`src/rtl/sdram_mrs_pkg.sv`:
```
package sdram_mrs_pkg;

    typedef enum logic [2:0] {
        ST_IDLE,
        ST_PALL,
        ST_TRP,
        ST_MRS,
        ST_TMRD,
        ST_RESP
    } mrs_state_e;

    // RAS, CAS, WE (active low)
    localparam logic [2:0] CMD_NOP  = 3'b111;
    localparam logic [2:0] CMD_PALL = 3'b010;
    localparam logic [2:0] CMD_MRS  = 3'b000;

    localparam logic [1:0] SIZE_BYTE = 2'b00;

endpackage

```
`src/rtl/mrs_win_decode.sv`:
```
module mrs_win_decode #(
    parameter int          WIN_BITS = 12,
    parameter logic [31:0] BASE_A2  = 32'hFFFF_D000,
    parameter logic [31:0] BASE_A3  = 32'hFFFF_E000
) (
    input  logic [31:0] addr,
    input  logic [1:0]  size,
    output logic        start_ok,
    output logic        area_sel
);
    import sdram_mrs_pkg::*;

    logic in_a2;
    logic in_a3;

    always_comb begin
        in_a2    = (addr[31:WIN_BITS] == BASE_A2[31:WIN_BITS]);
        in_a3    = (addr[31:WIN_BITS] == BASE_A3[31:WIN_BITS]);
        area_sel = in_a3;
        start_ok = (in_a2 || in_a3) && (size == SIZE_BYTE);
    end

endmodule

```
`src/rtl/mrs_addr_align.sv`:
```
module mrs_addr_align #(
    parameter int WIN_BITS = 12,
    parameter int SD_AW    = 13
) (
    input  logic [WIN_BITS-1:0] offset,
    input  logic                bus16,
    output logic [SD_AW-1:0]    dev_addr
);
    logic [WIN_BITS-1:0] shifted;

    always_comb begin
        if (bus16) shifted = offset >> 1;
        else       shifted = offset >> 2;
    end

    generate
        if (SD_AW > WIN_BITS) begin : g_pad
            assign dev_addr = {{(SD_AW-WIN_BITS){1'b0}}, shifted};
        end else if (SD_AW == WIN_BITS) begin : g_same
            assign dev_addr = shifted;
        end else begin : g_cut
            assign dev_addr = shifted[SD_AW-1:0];
        end
    endgenerate

endmodule

```
`src/rtl/mrs_seq_fsm.sv`:
```
module mrs_seq_fsm #(
    parameter int SD_AW    = 13,
    parameter int PALL_BIT = 10,
    parameter int TRP_CYC  = 2,
    parameter int TMRD_CYC = 2
) (
    input  logic             clk,
    input  logic             rst_n,
    input  logic             req,
    input  logic             start_ok,
    input  logic             area_sel,
    input  logic [SD_AW-1:0] dev_addr,
    output logic             ready,
    output logic [1:0]       cs_n,
    output logic [2:0]       cmd,
    output logic [SD_AW-1:0] addr
);
    import sdram_mrs_pkg::*;

    localparam int GAP_MAX = (TRP_CYC > TMRD_CYC) ? TRP_CYC : TMRD_CYC;
    localparam int CW      = $clog2(GAP_MAX + 1);
    localparam logic [SD_AW-1:0] PALL_MASK = SD_AW'(1) << PALL_BIT;

    typedef struct packed {
        mrs_state_e       st;
        logic [CW-1:0]    cnt;
        logic             area;
        logic [SD_AW-1:0] mode;
        logic             ready;
        logic [1:0]       cs_n;
        logic [2:0]       cmd;
        logic [SD_AW-1:0] addr;
    } seq_t;

    seq_t seq_d, seq_q;

    function automatic logic [1:0] cs_for(input logic a3);
        return a3 ? 2'b01 : 2'b10;
    endfunction

    always_comb begin
        seq_d       = seq_q;
        seq_d.ready = 1'b0;
        seq_d.cs_n  = 2'b11;
        seq_d.cmd   = CMD_NOP;
        seq_d.addr  = '0;
        case (seq_q.st)
            ST_IDLE: begin
                if (req) begin
                    if (start_ok) begin
                        seq_d.st   = ST_PALL;
                        seq_d.area = area_sel;
                        seq_d.mode = dev_addr;
                        seq_d.cs_n = cs_for(area_sel);
                        seq_d.cmd  = CMD_PALL;
                        seq_d.addr = PALL_MASK;
                    end else begin
                        seq_d.st    = ST_RESP;
                        seq_d.ready = 1'b1;
                    end
                end
            end
            ST_PALL: begin
                seq_d.st  = ST_TRP;
                seq_d.cnt = CW'(TRP_CYC - 1);
            end
            ST_TRP: begin
                if (seq_q.cnt == '0) begin
                    seq_d.st   = ST_MRS;
                    seq_d.cs_n = cs_for(seq_q.area);
                    seq_d.cmd  = CMD_MRS;
                    seq_d.addr = seq_q.mode;
                end else begin
                    seq_d.cnt = seq_q.cnt - 1'b1;
                end
            end
            ST_MRS: begin
                seq_d.st  = ST_TMRD;
                seq_d.cnt = CW'(TMRD_CYC - 1);
            end
            ST_TMRD: begin
                if (seq_q.cnt == '0) begin
                    seq_d.st    = ST_RESP;
                    seq_d.ready = 1'b1;
                end else begin
                    seq_d.cnt = seq_q.cnt - 1'b1;
                end
            end
            ST_RESP: seq_d.st = ST_IDLE;
            default: seq_d.st = ST_IDLE;
        endcase
    end

    always_ff @(posedge clk or negedge rst_n) begin
        if (!rst_n) begin
            seq_q       <= '0;
            seq_q.st    <= ST_IDLE;
            seq_q.cs_n  <= 2'b11;
            seq_q.cmd   <= CMD_NOP;
        end else begin
            seq_q <= seq_d;
        end
    end

    assign ready = seq_q.ready;
    assign cs_n  = seq_q.cs_n;
    assign cmd   = seq_q.cmd;
    assign addr  = seq_q.addr;

    assert_cs_single_R2: assert property (@(posedge clk) disable iff (!rst_n)
        $onehot0(~cs_n));

    assert_cmd_has_cs_R11: assert property (@(posedge clk) disable iff (!rst_n)
        (cmd != CMD_NOP) |-> ($countones(~cs_n) == 1));

    assert_nop_no_cs_R11: assert property (@(posedge clk) disable iff (!rst_n)
        (cmd == CMD_NOP) |-> (cs_n == 2'b11));

    assert_pall_bank_bit_R5: assert property (@(posedge clk) disable iff (!rst_n)
        (cmd == CMD_PALL) |-> (addr == PALL_MASK));

    assert_cmd_spacing_R6: assert property (@(posedge clk) disable iff (!rst_n)
        (cmd != CMD_NOP) |=> (cmd == CMD_NOP));

    assert_mrs_keeps_area_R2: assert property (@(posedge clk) disable iff (!rst_n)
        (cmd == CMD_MRS) |-> (cs_n == cs_for(seq_q.area)));

    assert_ready_single_R7: assert property (@(posedge clk) disable iff (!rst_n)
        ready |=> !ready);

    assert_ready_quiet_R7: assert property (@(posedge clk) disable iff (!rst_n)
        ready |-> (cmd == CMD_NOP && cs_n == 2'b11));

endmodule

```
`src/rtl/sdram_mrs_seq.sv`:
```
module sdram_mrs_seq #(
    parameter int          SD_AW    = 13,
    parameter int          PALL_BIT = 10,
    parameter int          TRP_CYC  = 2,
    parameter int          TMRD_CYC = 2,
    parameter int          WIN_BITS = 12,
    parameter logic [31:0] BASE_A2  = 32'hFFFF_D000,
    parameter logic [31:0] BASE_A3  = 32'hFFFF_E000
) (
    input  logic             clk,
    input  logic             rst_n,
    input  logic [31:0]      cpu_addr,
    input  logic [1:0]       cpu_size,
    input  logic             cpu_wr,
    input  logic             bus16,
    output logic             cpu_ready,
    output logic [1:0]       sd_cs_n,
    output logic             sd_ras_n,
    output logic             sd_cas_n,
    output logic             sd_we_n,
    output logic [SD_AW-1:0] sd_addr
);
    logic             start_ok;
    logic             area_sel;
    logic [SD_AW-1:0] dev_addr;
    logic [2:0]       cmd;

    mrs_win_decode #(
        .WIN_BITS (WIN_BITS),
        .BASE_A2  (BASE_A2),
        .BASE_A3  (BASE_A3)
    ) u_dec (
        .addr     (cpu_addr),
        .size     (cpu_size),
        .start_ok (start_ok),
        .area_sel (area_sel)
    );

    mrs_addr_align #(
        .WIN_BITS (WIN_BITS),
        .SD_AW    (SD_AW)
    ) u_align (
        .offset   (cpu_addr[WIN_BITS-1:0]),
        .bus16    (bus16),
        .dev_addr (dev_addr)
    );

    mrs_seq_fsm #(
        .SD_AW    (SD_AW),
        .PALL_BIT (PALL_BIT),
        .TRP_CYC  (TRP_CYC),
        .TMRD_CYC (TMRD_CYC)
    ) u_fsm (
        .clk      (clk),
        .rst_n    (rst_n),
        .req      (cpu_wr),
        .start_ok (start_ok),
        .area_sel (area_sel),
        .dev_addr (dev_addr),
        .ready    (cpu_ready),
        .cs_n     (sd_cs_n),
        .cmd      (cmd),
        .addr     (sd_addr)
    );

    assign sd_ras_n = cmd[2];
    assign sd_cas_n = cmd[1];
    assign sd_we_n  = cmd[0];

endmodule

```
`config.mk`:
```
export PLATFORM = sky130hd
export DESIGN_NAME = sdram_mrs_seq
export DESIGN_NICKNAME = d
export VERILOG_FILES = /design/src/rtl/sdram_mrs_pkg.sv /design/src/rtl/mrs_win_decode.sv /design/src/rtl/mrs_addr_align.sv /design/src/rtl/mrs_seq_fsm.sv /design/src/rtl/sdram_mrs_seq.sv
export SDC_FILE = /design/constraint.sdc
export NUM_CORES = 1
export LEC_CHECK = 0
export BUFFER_PORTS_ARGS = -buffer_cell sky130_fd_sc_hd__buf_4
export CAP_MARGIN = 30
export CORE_ASPECT_RATIO = 0.8
export CORE_MARGIN = 2
export CORE_UTILIZATION = 51
export DETAILED_ROUTE_END_ITERATION = 12
export GPL_TIMING_DRIVEN = 0
export PLACE_DENSITY = 0.79
export SLEW_MARGIN = 15
export SYNTH_ARGS = -nofsm -noshare
export SYNTH_HDL_FRONTEND = slang
export SYNTH_HIERARCHICAL = 1
export SYNTH_SLANG_ARGS = --single-unit
```
`constraint.sdc`:
```
create_clock -name clk -period 1.9 [get_ports clk]
set_input_delay 0.095 -clock clk [delete_from_list [all_inputs] [get_ports clk]]
set_output_delay 0.095 -clock clk [all_outputs]
set_load 0.05 [all_outputs]
```
After elaboration in Yosys (flattened, before gate mapping)
Cells that the tools add are included.
{"block": "totals", "regBits": 36, "in_bits": 38, "output_inout_bits": 19, "wordCells": 47}
{"block": "classes", "addsub": 1, "n_eq_ne": 10, "mux": 17, "reduce_logical": 11}
{"operator": "20-bit equality test (second input constant)", "count": 2}
{"operator": "18-bit 2-to-1 mux", "count": 2}
{"operator": "18-bit case mux with 2 select lines", "count": 1}
{"operator": "19-bit 2-to-1 mux", "count": 1}
{"operator": "3-bit case mux with 5 select lines", "count": 1}
{"operator": "3-bit 2-to-1 mux", "count": 4}
{"operator": "11-bit 2-to-1 mux", "count": 1}
{"operator": "3-bit by 2-bit equality test with 1-bit output (second input constant)", "count": 2}
{"operator": "2-bit 2-to-1 mux", "count": 3}
{"operator": "3-bit AND reduction", "count": 2}
{"operator": "2-bit logical NOT", "count": 2}
{"operator": "2-bit by 1-bit inequality test with 1-bit output (second input constant)", "count": 2}
{"operator": "2-bit inequality test (second input constant)", "count": 2}
{"operator": "2-bit case mux with 2 select lines", "count": 1}
{"operator": "2-bit OR reduction", "count": 2}
{"operator": "3-bit by 1-bit equality test with 1-bit output (second input constant)", "count": 1}
{"operator": "3-bit equality test (second input constant)", "count": 1}
{"operator": "3-bit logical NOT", "count": 1}
{"operator": "1-bit 2-to-1 mux", "count": 2}
{"operator": "1-bit case mux with 2 select lines", "count": 1}
{"operator": "2-bit AND reduction", "count": 1}
{"operator": "2-bit nonzero test", "count": 1}
{"operator": "2-bit by 1-bit subtractor with 2-bit output (second input constant)", "count": 1}
{"operator": "1-bit logical AND", "count": 1}
{"operator": "1-bit logical OR", "count": 1}

Depth between registers and ports, before layout
{"block": "logic_depth", "depth_word": 6, "ltp_mapped": 7, "depth_no_buf": 6}

Modules after synthesis
Netlist, hierarchy kept.
{"module": "mrs_seq_fsm", "n_inst": 1, "cells_per_inst": 137, "area_per_inst_um2": 1667.8, "seq_area_each_um2": 930.9}
{"module": "mrs_addr_align", "n_inst": 1, "cells_per_inst": 15, "area_per_inst_um2": 183.9, "seq_area_each_um2": 0.0}
{"module": "mrs_win_decode", "n_inst": 1, "cells_per_inst": 11, "area_per_inst_um2": 73.8, "seq_area_each_um2": 0.0}

Worst setup path after synthesis
Ideal clock, no wire load.
{"block": "synth_timing", "path_type": "register to register", "from": "register u_fsm/seq_q[35] in the netlist's numbering", "to": "register u_fsm/seq_q[26] in the netlist's numbering", "setup_time_ns": 0.125, "arrival_time_ns": 1.404, "required_ns": 1.775, "slack_ns": 0.371, "path_stages_with_launch": 7, "n_path_buf": 3, "period_less_slack_ns": 1.529, "cell_sequence": "dfrtp_1 -> buf_4 -> nor2_4 -> and4b_1 -> buf_6 -> buf_6 -> mux2_4"}
{"block": "synth_between", "elab_chain_cells": 2}
{"item": "from (decl)", "line_no": "mrs_seq_fsm.sv:35", "source": "seq_t seq_d, seq_q;"}
{"item": "from (signal assigned)", "line_no": "mrs_seq_fsm.sv:101", "source": "seq_q <= seq_d;"}
{"item": "3-bit logical NOT", "line_no": "mrs_seq_fsm.sv:47", "source": "case (seq_q.st)"}
{"item": "3-bit AND reduction (no line)"}
Every way passes these cells.
A chain may end at the register's enable or synchronous reset.

==> flow_metrics.tcl <==
set metrics [dict create \
    vias 1363 \
    ys_seq_area_share_pct 48.34 \
    synthArstFlopShare_pct 100.0 \
    crit_cells 6 \
    fill_cells 264 \
    nNetsFinal 267 \
    tns_ns 0 \
    synth_cells 163 \
    cp_common_cell "buf_6" \
    cts_tree "built" \
    synthMuxAreaShare_pct 16.89 \
    setup_viol 0 \
    start_util_pct 54.73 \
    multi_input_area_um2 768.2 \
    worst_clock_skew_ns 0.006663 \
    yosysTopAreaCellShare_pct 42.88 \
    yosys_warnings 6 \
    antenna_found_initial 0 \
    cts_inserted_buffers 5 \
    crit_chain "buf_4 > nor2_4 > and4b_1 > buf_6 > buf_6 > mux2_4" \
    setup.worst_path.end "u_fsm/seq_q[31]" \
    rsz0062_at_grt "no" \
    final.period_utilization_pct 88.94 \
    hold_start "cpu_wr" \
    dpl-instance-area_um2 2395 \
    clkTransAtPathRegs_ns 0.07 \
    syn_avg_cell_area_um2 11.81 \
    fin_area_um2 2495 \
    first_iter_violations 62 \
    drc_errors 0 \
    clk_path_buf_depth 2 \
    most-common-layout-cells "76 x buf_4, 33 x dfrtp_1, 15 x mux2_4" \
    reg2regPathDepth 6 \
    slew_violations 0 \
    synth_area_um2 1926 \
    cp.required_ns 2.06 \
    critPathKind "register to register" \
    cp.buffers_inverters 3 \
    synthSimpleGateAreaFrac_pct 14.88 \
    min_path_type "primary input to register" \
    drt_wl_total_mm 3.865 \
    gp_congestion 0.7702 \
    synthXorXnorAreaFrac_pct 0.9097 \
    final-hold-violation-count 0 \
    synth_top_area_cell "dfrtp_1" \
    r2r_setup_slack_ns 0.21 \
    worst_setup_path_end_kind "register" \
    powerDensity_nw_per_um2 871.2 \
    synth_top_family_by_area "multiplexers" \
    viasPerCell 5.048 \
    synth_edf_count 0 \
    synthAdderAreaFrac_pct 1.300 \
    worstSetupStartpoint "u_fsm/seq_q[35]" \
    status "complete, no violations" \
    synth_area_leaders "dfrtp_1 43%, mux2_4 12%, buf_4 8.2%" \
    cts.sinks 37 \
    die_area_um2 4286 \
    synth.distinct_cells 39 \
    antenna_left 0 \
    pre_cts_ws_ns 0.2069 \
    io_buffers 55 \
    period_minus_slack_ns 1.690 \
    cts_root_buf "clkbuf_8" \
    crit_arrival_ns 1.84 \
    whs_ns 0.1728 \
    seq_area_um2 930.9 \
    wl_per_cell_um 14.31 \
    fp.dieH_um 58.96 \
    syn2layout_area_growth_pct 29.56 \
    grt_max_degree 38 \
    grt_pass1_vias 1399 \
    path_max_fanout 10 \
    r2r-start "u_fsm/seq_q[35]" \
    ios 57 \
    synthFlopType "dfrtp_1" \
    antenna_cells 0 \
    crit_slowest_cell "dfrtp_1" \
    ys_seq_elements 37 \
    grt_overflow 0 \
    power_mw 2.174 \
    startpoint_type "register" \
    num_rows 19 \
    maxCapViolCount 0 \
    drive_above_1_share_pct 51.32 \
    synth_compound_area_share_pct 5.523 \
    grt_util_all_layers_pct 19.82 \
    cpPeakStageDelay_ns 0.36 \
    first_pass_iters 4 \
    dp_hpwl_mm 2.971 \
    ir_drop_v 0.0005126 \
    critPathTopFamily "buffers and inverters" \
    clock_latency_ns 0.27 \
    leakage_nw 1.274 \
    coreArea_um2 3518 \
    htreeDepth 2 \
    final_common_cell "buf_4" \
    r2r-end "u_fsm/seq_q[31]" \
    max_freq_mhz 591.7 \
    die_w_um 72.70 \
    grt_pass1_wl_mm 6.341 \
    worst_slack_ns 0.2101 \
]
-- cells by family after synthesis --
family / after synthesis
other: 1
adder cells (fa/ha/maj): 2
XOR/XNOR: 2
multiplexers: 24
AO/OA/AOI/OAI: 16
flip-flops: 37
buffers and inverters: 34
AND/OR/NAND/NOR: 47
-- synthesized netlist by cell type, types with 2 or more instances --
master    instances
and4b_1           2
buf_6             3
nor2_1            5
mux2_2            8
buf_4            21
nor3_1            2
a22oi_1           2
dfstp_2           4
a211oi_1          3
nand3_1           4
clkbuf_1          3
nand2b_1          2
inv_1             6
nand2_1           4
nand4_1           4
xnor2_1           2
nor2b_1           4
mux2_4           15
and2_1           12
dfrtp_1          33
ha_1              2
o21ai_0           5
-- layer usage --
metal | global-route usage [%] | share of wire, %
met5 | 0 | 0
met4 | 4.497 | 0.60
met3 | 5.651 | 5.0
met2 | 34.68 | 53
met1 | 24.55 | 42
-- repair_timing --
action | in CTS | in global routing
buffers inserted | 0 | 0
endpoints found under the hold margin | 33 | 0
hold buffers | 1 | 0
gates resized for setup | 0 | 0
setup endpoints to repair | 0 | 0
-- how the worst min path moves through the flow --
stage	to	slack (ns)	depth (start not counted)
6_report	u_fsm/cs_n[1]	0.17	4
5_1_grt	u_fsm/seq_q[20]	0.17	3
4_1_cts	u_fsm/cs_n[1]	0.17	4
3_5_place_dp	u_fsm/addr[11]	0.08	1
3_3_place_gp	u_fsm/seq_q[30]	0.07	1
2_1_floorplan	u_fsm/addr[0]	-0.20	0
-- state kept, by name, summed over array words and instances (netlist names) --
register / flops
u_fsm/addr: 13
u_fsm/seq_q: 19
u_fsm/ready: 1
u_fsm/cs_n: 2
u_fsm/cmd: 2
-- worst reg2reg max path: cells and delay by family, from the launching register on --
kind / cells / cell delay [ns]
flip-flops: 1 / 0.36
AND/OR/NAND/NOR: 2 / 0.41
buffers and inverters: 3 / 0.48
multiplexers: 1 / 0.32
-- area by class of cell --
type | count | area share (%)
plain buffers | 28 | 8.325
clock buffers | 8 | 3.611
well taps | 42 | 2.106
multi-input cells | 93 | 30.79
repair buffers | 56 | 16.95
flip-flops and latches | 37 | 37.31
inverters | 6 | 0.9027
-- through the flow --
step           std cells  utilization [%]
2_1_floorplan        164                -
3_3_place_gp         261            68.07
3_5_place_dp         261            68.07
4_1_cts              270            70.91
5_1_grt              270            70.91
6_report             270            70.91
-- report_power, final --
group	total (mW)	internal (mW)	leakage [nW]	switching [mW]
clock	0.542	0.296	0.0455	0.246
sequential	0.926	0.859	0.489	0.0672
combinational	0.705	0.301	0.740	0.404
total	2.17	1.46	1.27	0.717
Power figures use the tool's default switching activity.
